--- src/rtl/speed_switch_pkg.sv ---
package speed_switch_pkg;
  typedef struct packed {
    logic armLoad;
    logic armValue;
    logic commit;
    logic readEn;
  } spdStrobe_t;
endpackage

--- src/rtl/speed_switch_ctrl.sv ---
module speed_switch_ctrl
  import speed_switch_pkg::*;
#(
  parameter int DATA_W  = 8,
  parameter int ARM_BIT = 0
) (
  input  logic              clk,
  input  logic              rstN,
  input  logic              ceDouble,
  input  logic              colorModel,
  input  logic              colorMode,
  input  logic              regSel,
  input  logic              regWr,
  input  logic [DATA_W-1:0] wrData,
  input  logic              stopReq,
  input  logic              armQ,
  output spdStrobe_t        strobe
);
  logic accessOk;
  logic wrHit;

  always_comb begin
    accessOk        = colorModel & colorMode;
    wrHit           = ceDouble & regSel & regWr & accessOk;
    strobe.commit   = ceDouble & accessOk & armQ & stopReq;
    // the commit takes priority over a write on the same edge
    strobe.armLoad  = wrHit & ~strobe.commit;
    strobe.armValue = wrData[ARM_BIT];
    strobe.readEn   = regSel & accessOk;
  end

  // a write never loads the arm bit on an edge that commits
  assert_commit_wins_R8: assert property (@(posedge clk) disable iff (!rstN)
    (ceDouble && regSel && regWr && colorModel && colorMode && armQ && stopReq)
      |-> (strobe.commit && !strobe.armLoad));

  // no strobe fires without the double-rate enable
  assert_no_ce_R6: assert property (@(posedge clk) disable iff (!rstN)
    !ceDouble |-> (!strobe.commit && !strobe.armLoad));
endmodule

--- src/rtl/speed_switch_dp.sv ---
module speed_switch_dp
  import speed_switch_pkg::*;
#(
  parameter int DATA_W    = 8,
  parameter int SPEED_BIT = 7,
  parameter int ARM_BIT   = 0
) (
  input  logic              clk,
  input  logic              rstN,
  input  logic              ceBase,
  input  logic              ceDouble,
  input  spdStrobe_t        strobe,
  output logic              speedQ,
  output logic              armQ,
  output logic [DATA_W-1:0] rdData,
  output logic              cpuCe
);
  localparam logic [DATA_W-1:0] IDLE_READ = '1;

  always_ff @(posedge clk) begin
    if (!rstN) begin
      speedQ <= 1'b0;
      armQ   <= 1'b0;
    end else if (strobe.commit) begin
      speedQ <= ~speedQ;
      armQ   <= 1'b0;
    end else if (strobe.armLoad) begin
      armQ   <= strobe.armValue;
    end
  end

  always_comb begin
    rdData = IDLE_READ;
    if (strobe.readEn) begin
      rdData[SPEED_BIT] = speedQ;
      rdData[ARM_BIT]   = armQ;
    end
  end

  assign cpuCe = speedQ ? ceDouble : ceBase;

  // reset clears both bits
  assert_reset_R1: assert property (@(posedge clk)
    !rstN |=> (!speedQ && !armQ));

  // a commit flips speed and clears arm
  assert_commit_R4: assert property (@(posedge clk) disable iff (!rstN)
    strobe.commit |=> ((speedQ != $past(speedQ)) && !armQ));

  // without a strobe the state holds
  assert_hold_R6: assert property (@(posedge clk) disable iff (!rstN)
    (!strobe.commit && !strobe.armLoad) |=> ($stable(speedQ) && $stable(armQ)));

  // no enable at the input means no enable to the CPU
  assert_ce_quiet_R9: assert property (@(posedge clk) disable iff (!rstN)
    (!ceBase && !ceDouble) |-> !cpuCe);
endmodule

--- src/rtl/speed_switch_reg.sv ---
module speed_switch_reg
  import speed_switch_pkg::*;
#(
  parameter int DATA_W    = 8,
  parameter int SPEED_BIT = 7,
  parameter int ARM_BIT   = 0
) (
  input  logic              clk,
  input  logic              rstN,
  input  logic              ceBase,
  input  logic              ceDouble,
  input  logic              colorModel,
  input  logic              colorMode,
  input  logic              regSel,
  input  logic              regWr,
  input  logic [DATA_W-1:0] wrData,
  input  logic              stopReq,
  output logic [DATA_W-1:0] rdData,
  output logic              fastSpeed,
  output logic              cpuCe
);
  spdStrobe_t strobe;
  logic       armQ;
  logic       speedQ;

  speed_switch_ctrl #(.DATA_W(DATA_W), .ARM_BIT(ARM_BIT)) ctrl_i (
    .clk(clk), .rstN(rstN), .ceDouble(ceDouble), .colorModel(colorModel),
    .colorMode(colorMode), .regSel(regSel), .regWr(regWr), .wrData(wrData),
    .stopReq(stopReq), .armQ(armQ), .strobe(strobe)
  );

  speed_switch_dp #(.DATA_W(DATA_W), .SPEED_BIT(SPEED_BIT), .ARM_BIT(ARM_BIT)) dp_i (
    .clk(clk), .rstN(rstN), .ceBase(ceBase), .ceDouble(ceDouble), .strobe(strobe),
    .speedQ(speedQ), .armQ(armQ), .rdData(rdData), .cpuCe(cpuCe)
  );

  assign fastSpeed = speedQ;

  // gated edges leave the speed untouched
  assert_gated_R7: assert property (@(posedge clk) disable iff (!rstN)
    !(colorModel && colorMode) |=> $stable(fastSpeed));

  // the read-back shows the speed bit and ones in the middle
  assert_read_R3: assert property (@(posedge clk) disable iff (!rstN)
    (regSel && colorModel && colorMode) |->
      ((rdData[SPEED_BIT] == fastSpeed) && (&rdData[SPEED_BIT-1:ARM_BIT+1])));
endmodule

--- config.mk ---
export PLATFORM = sky130hd
export DESIGN_NAME = speed_switch_reg
export DESIGN_NICKNAME = d
export VERILOG_FILES = /design/src/rtl/speed_switch_pkg.sv /design/src/rtl/speed_switch_ctrl.sv /design/src/rtl/speed_switch_dp.sv /design/src/rtl/speed_switch_reg.sv
export SDC_FILE = /design/constraint.sdc
export NUM_CORES = 1
export LEC_CHECK = 0
export BUFFER_PORTS_ARGS = -buffer_cell sky130_fd_sc_hd__buf_2
export CORE_AREA = 5 5 42 44
export DETAILED_ROUTE_END_ITERATION = 12
export DIE_AREA = 0 0 47 49
export PLACE_DENSITY = 0.5
export SYNTH_ARGS = -nofsm -noshare
export SYNTH_HDL_FRONTEND = slang
export SYNTH_HIERARCHICAL = 1
export SYNTH_SLANG_ARGS = --single-unit
--- constraint.sdc ---
create_clock -name clk -period 1.1 [get_ports clk]
set_input_delay 0.22 -clock clk [delete_from_list [all_inputs] [get_ports clk]]
set_output_delay 0.22 -clock clk [all_outputs]
set_load 0.02 [all_outputs]
==> results of run 1 <==
cells in the mapped netlist:
master | instances | area share (%)
and4_1 | 1 | 4.7
dfxtp_1 | 2 | 22
buf_4 | 7 | 28
nor3b_1 | 1 | 4.1
nand2_1 | 2 | 4.1
nand3_1 | 1 | 2.7
nor2_1 | 1 | 2.0
mux2_1 | 1 | 6.1
nand2b_1 | 2 | 6.8
conb_1 | 1 | 2.0
mux2i_1 | 1 | 5.4
and2_1 | 1 | 3.4
xor2_1 | 1 | 4.7
and3_2 | 1 | 4.1
layout make-up:
| cell class | count | area share, % |
|---|---|---|
| Timing Repair Buffer | 14 | 28.6 |
| Sequential cell | 2 | 14.3 |
| Clock buffer | 3 | 7.56 |
| Multi-Input combinational cell | 19 | 42.9 |
| Tap cell | 16 | 6.72 |
flip-flops by register name, summed over array words and instances, names as in the netlist:
name and flops:
dp_i/armQ 1, dp_i/speedQ 1
per-layer routing:
metal	wire (um)	global-route usage, %	vias up	share of wire (%)
li1	-	-	93	-
met1	161	3.94	85	32
met2	218	5.43	14	43
met3	131	5.54	0	26
met4	0	6.91	0	0
met5	0	0	-	0
logic make-up after synthesis:
group	after synthesis	synth area share, %
and+or+nand+nor	10	31.8
xor gates and xnor gates	1	4.73
buffers and inverters	7	28.4
other	1	2.03
muxes	2	11.5
DFF	2	21.6
power by group:
group	internal [mW]	leakage [nW]	switching, mW
logic	0.0259	0.120	0.0374
clock network	0.120	0.0138	0.0399
registers	0.0737	0.0171	0.000445
total	0.220	0.151	0.0777
worst min-delay path by stage:
stage	from	end	slack (ns)	cells after the start
3_3_place_gp	rstN	dp_i/speedQ	0.44	2
2_1_floorplan	rstN	dp_i/speedQ	0.34	1
5_1_grt	rstN	dp_i/speedQ	0.21	2
3_5_place_dp	rstN	dp_i/speedQ	0.44	2
6_report	rstN	dp_i/speedQ	0.22	2
4_1_cts	rstN	dp_i/speedQ	0.21	2
==> run_results.csv, run 1 <==
group,metric,value,unit
detailed_routing,drt_pre_antenna_iters,2,
cells_and_area,multiInputGateArea,128,um^2
outcome,status,"finished, violations left",
detailed_routing,drt_wl_total,511,um
floorplanning,die_h,49,um
critical_path,reg2reg_depth,4,
detailed_routing,routed_via_density,3.56,
detailed_routing,dr_total_vias,192,
job,maxCapViolCount,0,
timing,fin_crit_sh,109,%
critical_path,path_buf_inv,1,
global_route,grt_max_degree,5,
placement,place.gp.congestion,0.576,
timing,setup_viol,2,
cells_and_area,layout_common_cells,"buf_2 (11), conb_1 (6), clkbuf_4 (3)",
cells_and_area,final_util,21.3,%
yosys,syn_inst,23,
cells_and_area,fin_nets,57,
critical_path,critPathSlowestCell,"dfxtp_2",
pwr,p_leak,0.151,nW
floorplanning,die_area,2300,um^2
critical_path,r2r_start,"dp_i/armQ",
placement,dpl_cell_area,245,um^2
cts,cts_htree_levels,1,
cts,cts_buffers,3,
yosys,avgSynthCellArea,8.05,um^2
timing,skew,0.00114,ns
worst_hold_path,min_path_type,"in -> reg",
timing,hold_viol,0,
cts,clk_latency,0.22,ns
cells_and_area,antennaDiodeCount,0,
placement,dp_hpwl,411,um
critical_path,r2r_slack,0.12,ns
cells_and_area,fillCellCount,172,
cts,clk_pin_slew_worst_paths,0.03,ns
detailed_routing,drc,0,
timing,fin_ws,-0.0940,ns
critical_path,start_kind,"flip-flop",
timing,rsz0062_at_grt,"yes",
yosys,ys_types,14,
detailed_routing,final_antenna_net_count,0,
yosys,ys_seq_area_share,21.6,%
critical_path,r2r-end,"dp_i/armQ",
global_route,overflow,0,
cts,cts_sinks,2,
detailed_routing,wire_per_inst,9.46,um
cts,post_cts_buffers,0,
critical_path,cpPeakStageDelay,0.32,ns
critical_path,crit_chain,"mux2_4 -> buf_6",
placement,place_ws,-0.00627,ns
cts,cts_root_buf,"clkbuf_4",
cts,cts_tree,"built",
yosys,ys_seq_elements,2,
cells_and_area,stdcell_area,298,um^2
floorplanning,core_area,1400,um^2
critical_path,path_class,"reg -> out",
timing,fin_tns_setup,-0.137,ns
critical_path,crit_path_end_kind,"output port",
cells_and_area,mostFrequentLayoutCell,"buf_2",
floorplanning,fp-row-count,14,
critical_path,critPathTopFamily,"flip-flops",
timing,holdWs,0.215,ns
timing,period_minus_slack,1.19,ns
detailed_routing,drt_iter0_drc,3,
pwr,power.total,0.298,mW
cts,cts_buffer_depth,2,
critical_path,path_max_fanout,2,
timing,fmax,838,MHz
cells_and_area,syn_to_final_growth,60.8,%
floorplanning,die_x,47,um
critical_path,cp.depth,2,
cts,hold_buffers,0,
cells_and_area,drive_gt1_share,60.5,%
yosys,yosys_warnings,6,
floorplanning,start_util,13.2,%
global_route,grt_pass1_vias,188,
cts,cts_resized,6,
global_route,antenna_found_initial,0,
yosys,synth.cell_area,185,um^2
placement,dp.cells,51,
pwr,ir_worst_vdd,239,uV
floorplanning,ios,27,
global_route,grt_first_pass_wirelength,690,um
critical_path,cp-startpoint,"dp_i/speedQ",
pwr,power_density,999,nW/um^2
cells_and_area,register_area,42.5,um^2
placement,portBuffers,13,
outcome,failed_checks,"negative setup slack",
timing,slew_violations,0,
critical_path,critPathArrivalTime,0.97,ns
critical_path,critPathRequiredTime,0.88,ns
global_route,grtUsageTotal,5.06,%
cells_and_area,final_cells,54,
critical_path,crit_path_end,"cpuCe",
No activity file was read; power rests on OpenSTA's default activity.
==> run 2, diff against run 1 <==
--- a/config.mk
+++ b/config.mk
@@ -10,6 +10,7 @@
 export DETAILED_ROUTE_END_ITERATION = 12
 export DIE_AREA = 0 0 47 49
 export PLACE_DENSITY = 0.5
+export RECOVER_POWER = 25
 export SYNTH_ARGS = -nofsm -noshare
 export SYNTH_HDL_FRONTEND = slang
 export SYNTH_HIERARCHICAL = 1
==> run_results.csv, run 2 (synthesized netlist as in run 1, its figures left out) <==
group,metric,value,unit
detailed_routing,final_antenna_net_count,0,
pwr,intPower,0.220,mW
pwr,clkPwrFrac,53.8,%
cells_and_area,fin_nets,57,
pwr,swShare,26.1,%
cts,cts_tree,"built",
placement,portBuffers,13,
timing,setup_viol,2,
global_route,overflow,0,
timing,fin_ws,-0.0940,ns
floorplanning,die_h,49,um
floorplanning,die_x,47,um
timing,fmax,838,MHz
timing,period_minus_slack,1.19,ns
cells_and_area,syn_to_final_growth,60.1,%
cells_and_area,reg.largest.list,"dp_i/armQ: 1 flops, dp_i/speedQ: 1 flops",
timing,rsz0062_at_grt,"yes",
global_route,use_met2,5.43,%
critical_path,start_kind,"flip-flop",
floorplanning,core_area,1400,um^2
cells_and_area,layout_common_cells,"buf_2 (11), conb_1 (6), clkbuf_4 (3)",
detailed_routing,drt_wl_total,511,um
pwr,pwr-share-seq,24.9,%
global_route,use_met1,3.94,%
pwr,power_density,1000,nW/um^2
critical_path,critPathSlowestCell,"dfxtp_2",
global_route,grt_pass1_vias,188,
worst_hold_path,min_path_type,"in -> reg",
global_route,grt_first_pass_wirelength,690,um
cts,clk_latency,0.22,ns
detailed_routing,drt_pre_antenna_iters,2,
floorplanning,start_util,13.2,%
outcome,failed_checks,"negative setup slack",
floorplanning,die_area,2300,um^2
detailed_routing,routed_via_density,3.56,
timing,skew,0.00114,ns
global_route,grtUsageTotal,5.06,%
critical_path,path_class,"reg -> out",
critical_path,cpPeakStageDelay,0.32,ns
job,maxCapViolCount,0,
cts,cts_root_buf,"clkbuf_4",
detailed_routing,drc,0,
critical_path,crit_path_end_kind,"output port",
worst_hold_path,holdCritStartpoint,"rstN",
floorplanning,ios,27,
placement,place.gp.congestion,0.576,
critical_path,critPathArrivalTime,0.97,ns
timing,fin_tns_setup,-0.137,ns
critical_path,path_max_fanout,2,
pwr,power.total,0.297,mW
cts,cts_buffers,3,
placement,dp_hpwl,411,um
cells_and_area,mostFrequentLayoutCell,"buf_2",
global_route,grt_max_degree,5,
detailed_routing,drt_iter0_drc,3,
timing,slew_violations,0,
timing,fin_crit_sh,109,%
pwr,ir_worst_vdd,239,uV
detailed_routing,dr_total_vias,192,
cells_and_area,antennaDiodeCount,0,
critical_path,critPathRequiredTime,0.88,ns
cells_and_area,stdcell_area,297,um^2
global_route,grtUsageMet3,5.54,%
critical_path,crit_chain,"mux2_4 -> buf_6",
cts,hold_buffers,0,
global_route,antenna_found_initial,0,
critical_path,r2r_start,"dp_i/armQ",
cells_and_area,drive_gt1_share,57.9,%
global_route,top_usage_layer,"met4",
timing,hold_viol,0,
pwr,p_leak,0.150,nW
floorplanning,fp-row-count,14,
placement,dpl_cell_area,245,um^2
cts,cts_sinks,2,
detailed_routing,wire_per_inst,9.46,um
cells_and_area,final_util,21.2,%
cts,clk_pin_slew_worst_paths,0.03,ns
cts,cts_buffer_depth,2,
pwr,pwr-share-comb,21.3,%
outcome,status,"finished, violations left",
pwr,p_sw,0.0777,mW
cts,post_cts_buffers,0,
critical_path,cp-startpoint,"dp_i/speedQ",
cts,cts_htree_levels,1,
[run 2: power groups by stage]
stage | Combinational [mW] | Clock (mW) | Sequential (mW)
final | 0.0633 | 0.160 | 0.0741
after global routing | 0.0679 | 0.185 | 0.0741
after CTS | 0.0628 | 0.171 | 0.0741
after detailed placement | 0.0544 | 0 | 0.0750
after global placement | 0.0543 | 0 | 0.0749
after floorplan | 0.0508 | 0 | 0.0750
[run 2: timing repair]
item,in CTS,in global routing
setup endpoints to repair,2,4
resized for setup,6,2
endpoints found under the hold margin,0,0
[run 2: final timing paths]
check	end	slack, ns	depth (start not counted)
max	cpuCe	-0.09	2
max reg2reg	dp_i/speedQ	0.12	4
min reg2reg	dp_i/armQ	0.60	2
min	dp_i/speedQ	0.22	2
[run 2: per-layer routing]
layer  vias up  share of wire, %
met3         0                26
li1         93                 -
met5         -                 0
met2        14                43
met1        85                32
met4         0                 0
[run 2: worst max-delay path, delay by kind of cell, from the launching register on]
kind | cells | cell delay, ns
flops | 1 | 0.32
mux | 1 | 0.30
buf+inv | 1 | 0.13
[run 2: cell type report]
type                    count  area [um^2]
clock buffers               3         22.5
repair buffers             14         85.1
multi-input cells          19          128
flip-flops and latches      2         41.3
well taps                  16         20.0
fillers                   173         1100
[run 2: stage by stage]
| stage | cells | setup WS (ns) | hold slack, ns |
|---|---|---|---|
| after CTS | 54 | -0.107 | 0.206 |
| final | 54 | -0.0940 | 0.215 |
| after floorplan | 28 | 0.0661 | 0.342 |
| after global placement | 51 | 0.0109 | 0.437 |
| after global routing | 54 | -0.131 | 0.210 |
| after detailed placement | 51 | -0.00627 | 0.440 |
==> run 3, diff against run 2 <==
--- a/config.mk
+++ b/config.mk
@@ -7,6 +7,7 @@
 export LEC_CHECK = 0
 export BUFFER_PORTS_ARGS = -buffer_cell sky130_fd_sc_hd__buf_2
 export CORE_AREA = 5 5 42 44
+export CTS_BUF_LIST = sky130_fd_sc_hd__clkbuf_4
 export DETAILED_ROUTE_END_ITERATION = 12
 export DIE_AREA = 0 0 47 49
 export PLACE_DENSITY = 0.5
==> constraint.sdc (replaced) <==
create_clock -name clk -period 1.1 [get_ports clk]
set_input_delay 0.22 -clock clk [delete_from_list [all_inputs] [get_ports clk]]
set_output_delay 0.22 -clock clk [all_outputs]
set_load 0.05 [all_outputs]
==> run_results.csv, run 3 (synthesized netlist as in run 1, its figures left out) <==
group,metric,value,unit
timing,slew_violations,0,
timing,hold_viol,0,
global_route,grt_first_pass_wirelength,634,um
critical_path,critPathArrivalTime,1.01,ns
timing,period_minus_slack,1.23,ns
detailed_routing,drc,0,
global_route,grtUsageTotal,4.36,%
pwr,power_density,1130,nW/um^2
critical_path,crit_path_end,"cpuCe",
timing,fin_tns_setup,-0.125,ns
detailed_routing,drt_pre_antenna_iters,1,
critical_path,path_class,"reg -> out",
critical_path,cp-startpoint,"dp_i/speedQ",
cts,cts_htree_levels,1,
global_route,antenna_found_initial,0,
timing,fin_ws,-0.125,ns
floorplanning,ios,27,
cells_and_area,antennaDiodeCount,0,
critical_path,start_kind,"flip-flop",
cells_and_area,fin_nets,57,
pwr,pwr-share-comb,30.2,%
worst_hold_path,min_path_type,"in -> reg",
placement,portBuffers,13,
floorplanning,start_util,13.2,%
detailed_routing,final_antenna_net_count,0,
timing,fmax,816,MHz
detailed_routing,dr_total_vias,181,
cts,clk_latency,0.22,ns
critical_path,crit_path_end_kind,"output port",
global_route,overflow,0,
floorplanning,core_area,1400,um^2
cells_and_area,drive_gt1_share,55.3,%
cts,cts_buffers,3,
pwr,p_sw,0.116,mW
cts,clk_pin_slew_worst_paths,0.03,ns
placement,dp_hpwl,405,um
critical_path,r2r-end,"dp_i/speedQ",
outcome,failed_checks,"negative setup slack",
placement,dp.cells,51,
timing,rsz0062_at_grt,"yes",
cts,cts_sinks,2,
pwr,intPower,0.221,mW
cts,cts_root_buf,"clkbuf_4",
cells_and_area,final_cells,54,
pwr,ir_worst_vdd,239,uV
pwr,pwr-share-seq,22.0,%
pwr,clkPwrFrac,47.8,%
detailed_routing,drt_iter0_drc,0,
placement,place.gp.congestion,0.634,
critical_path,critPathRequiredTime,0.88,ns
floorplanning,die_area,2300,um^2
pwr,p_leak,0.151,nW
timing,skew,0.000973,ns
timing,setup_viol,1,
cts,post_cts_buffers,0,
job,maxCapViolCount,0,
pwr,swShare,34.5,%
global_route,grt_max_degree,5,
critical_path,r2r_start,"dp_i/armQ",
detailed_routing,wire_per_inst,8.98,um
cts,cts_buffer_depth,2,
global_route,grt_pass1_vias,174,
critical_path,r2r_slack,0.14,ns
cts,cts_tree,"built",
detailed_routing,routed_via_density,3.35,
floorplanning,die_x,47,um
cells_and_area,mostFrequentLayoutCell,"buf_2",
detailed_routing,drt_wl_total,485,um
cells_and_area,syn_to_final_growth,61.5,%
timing,fin_crit_sh,111,%
cells_and_area,layout_common_cells,"buf_2 (9), conb_1 (6), buf_6 (4)",
outcome,status,"finished, violations left",
critical_path,reg2reg_depth,4,
floorplanning,fp-row-count,14,
critical_path,path_max_fanout,3,
cells_and_area,fillCellCount,161,
cells_and_area,reg.largest.list,"dp_i/armQ: 1 flops, dp_i/speedQ: 1 flops",
floorplanning,die_h,49,um
-- run 3: per-stage QoR --
step	hold slack (ns)	total power, mW	setup WS, ns	area (um^2)	utilization (%)
2_1_floorplan	0.342	0.166	-0.0331	211	-
3_3_place_gp	0.438	0.169	0.00271	251	17.9
3_5_place_dp	0.444	0.170	-0.00643	251	17.9
4_1_cts	0.215	0.344	-0.136	292	20.8
5_1_grt	0.234	0.358	-0.152	299	21.3
6_report	0.220	0.337	-0.125	299	21.3
-- run 3: how the worst min path moves through the flow --
| stage | startpoint | endpoint | slack (ns) | depth (start not counted) |
|---|---|---|---|---|
| 6_report | rstN | dp_i/speedQ | 0.22 | 2 |
| 5_1_grt | rstN | dp_i/speedQ | 0.23 | 2 |
| 4_1_cts | rstN | dp_i/speedQ | 0.22 | 2 |
| 3_5_place_dp | rstN | dp_i/speedQ | 0.44 | 2 |
| 3_3_place_gp | rstN | dp_i/speedQ | 0.44 | 2 |
| 2_1_floorplan | rstN | dp_i/speedQ | 0.34 | 1 |
-- run 3: power by group through the flow --
stage	Combinational [mW]	Sequential, mW	Clock [mW]
4_1_cts	0.101	0.0740	0.169
5_1_grt	0.107	0.0742	0.177
3_3_place_gp	0.0942	0.0750	0
2_1_floorplan	0.0913	0.0751	0
3_5_place_dp	0.0946	0.0750	0
6_report	0.102	0.0740	0.161
-- run 3: worst max-delay path, cell delays in order (launching register included) --
cell and delay (ns):
dfxtp_2 0.33, mux2_4 0.30, buf_6 0.15
-- run 3: layout make-up --
cell class	instances	area, um^2	share of cell area [%]
tap	16	20.0	6.69
timing repair buffer	14	97.6	32.6
sequential	2	41.3	13.8
multi-input combinational	19	118	39.3
clock buffer	3	22.5	7.53
-- run 3: what timing repair did --
item / 4_1_cts / 5_1_grt
endpoints found under the hold margin: 0 / 0
resized for setup: 6 / 3
endpoints found under the setup margin: 4 / 4
hold buffers: 0 / 0
-- run 3: routing by layer --
metal,global-route usage (%),share of wire (%),vias up
li1,-,-,92
met1,3.94,34,75
met2,5.20,45,14
met3,4.43,21,0
met4,4.15,0,0
met5,0,0,-
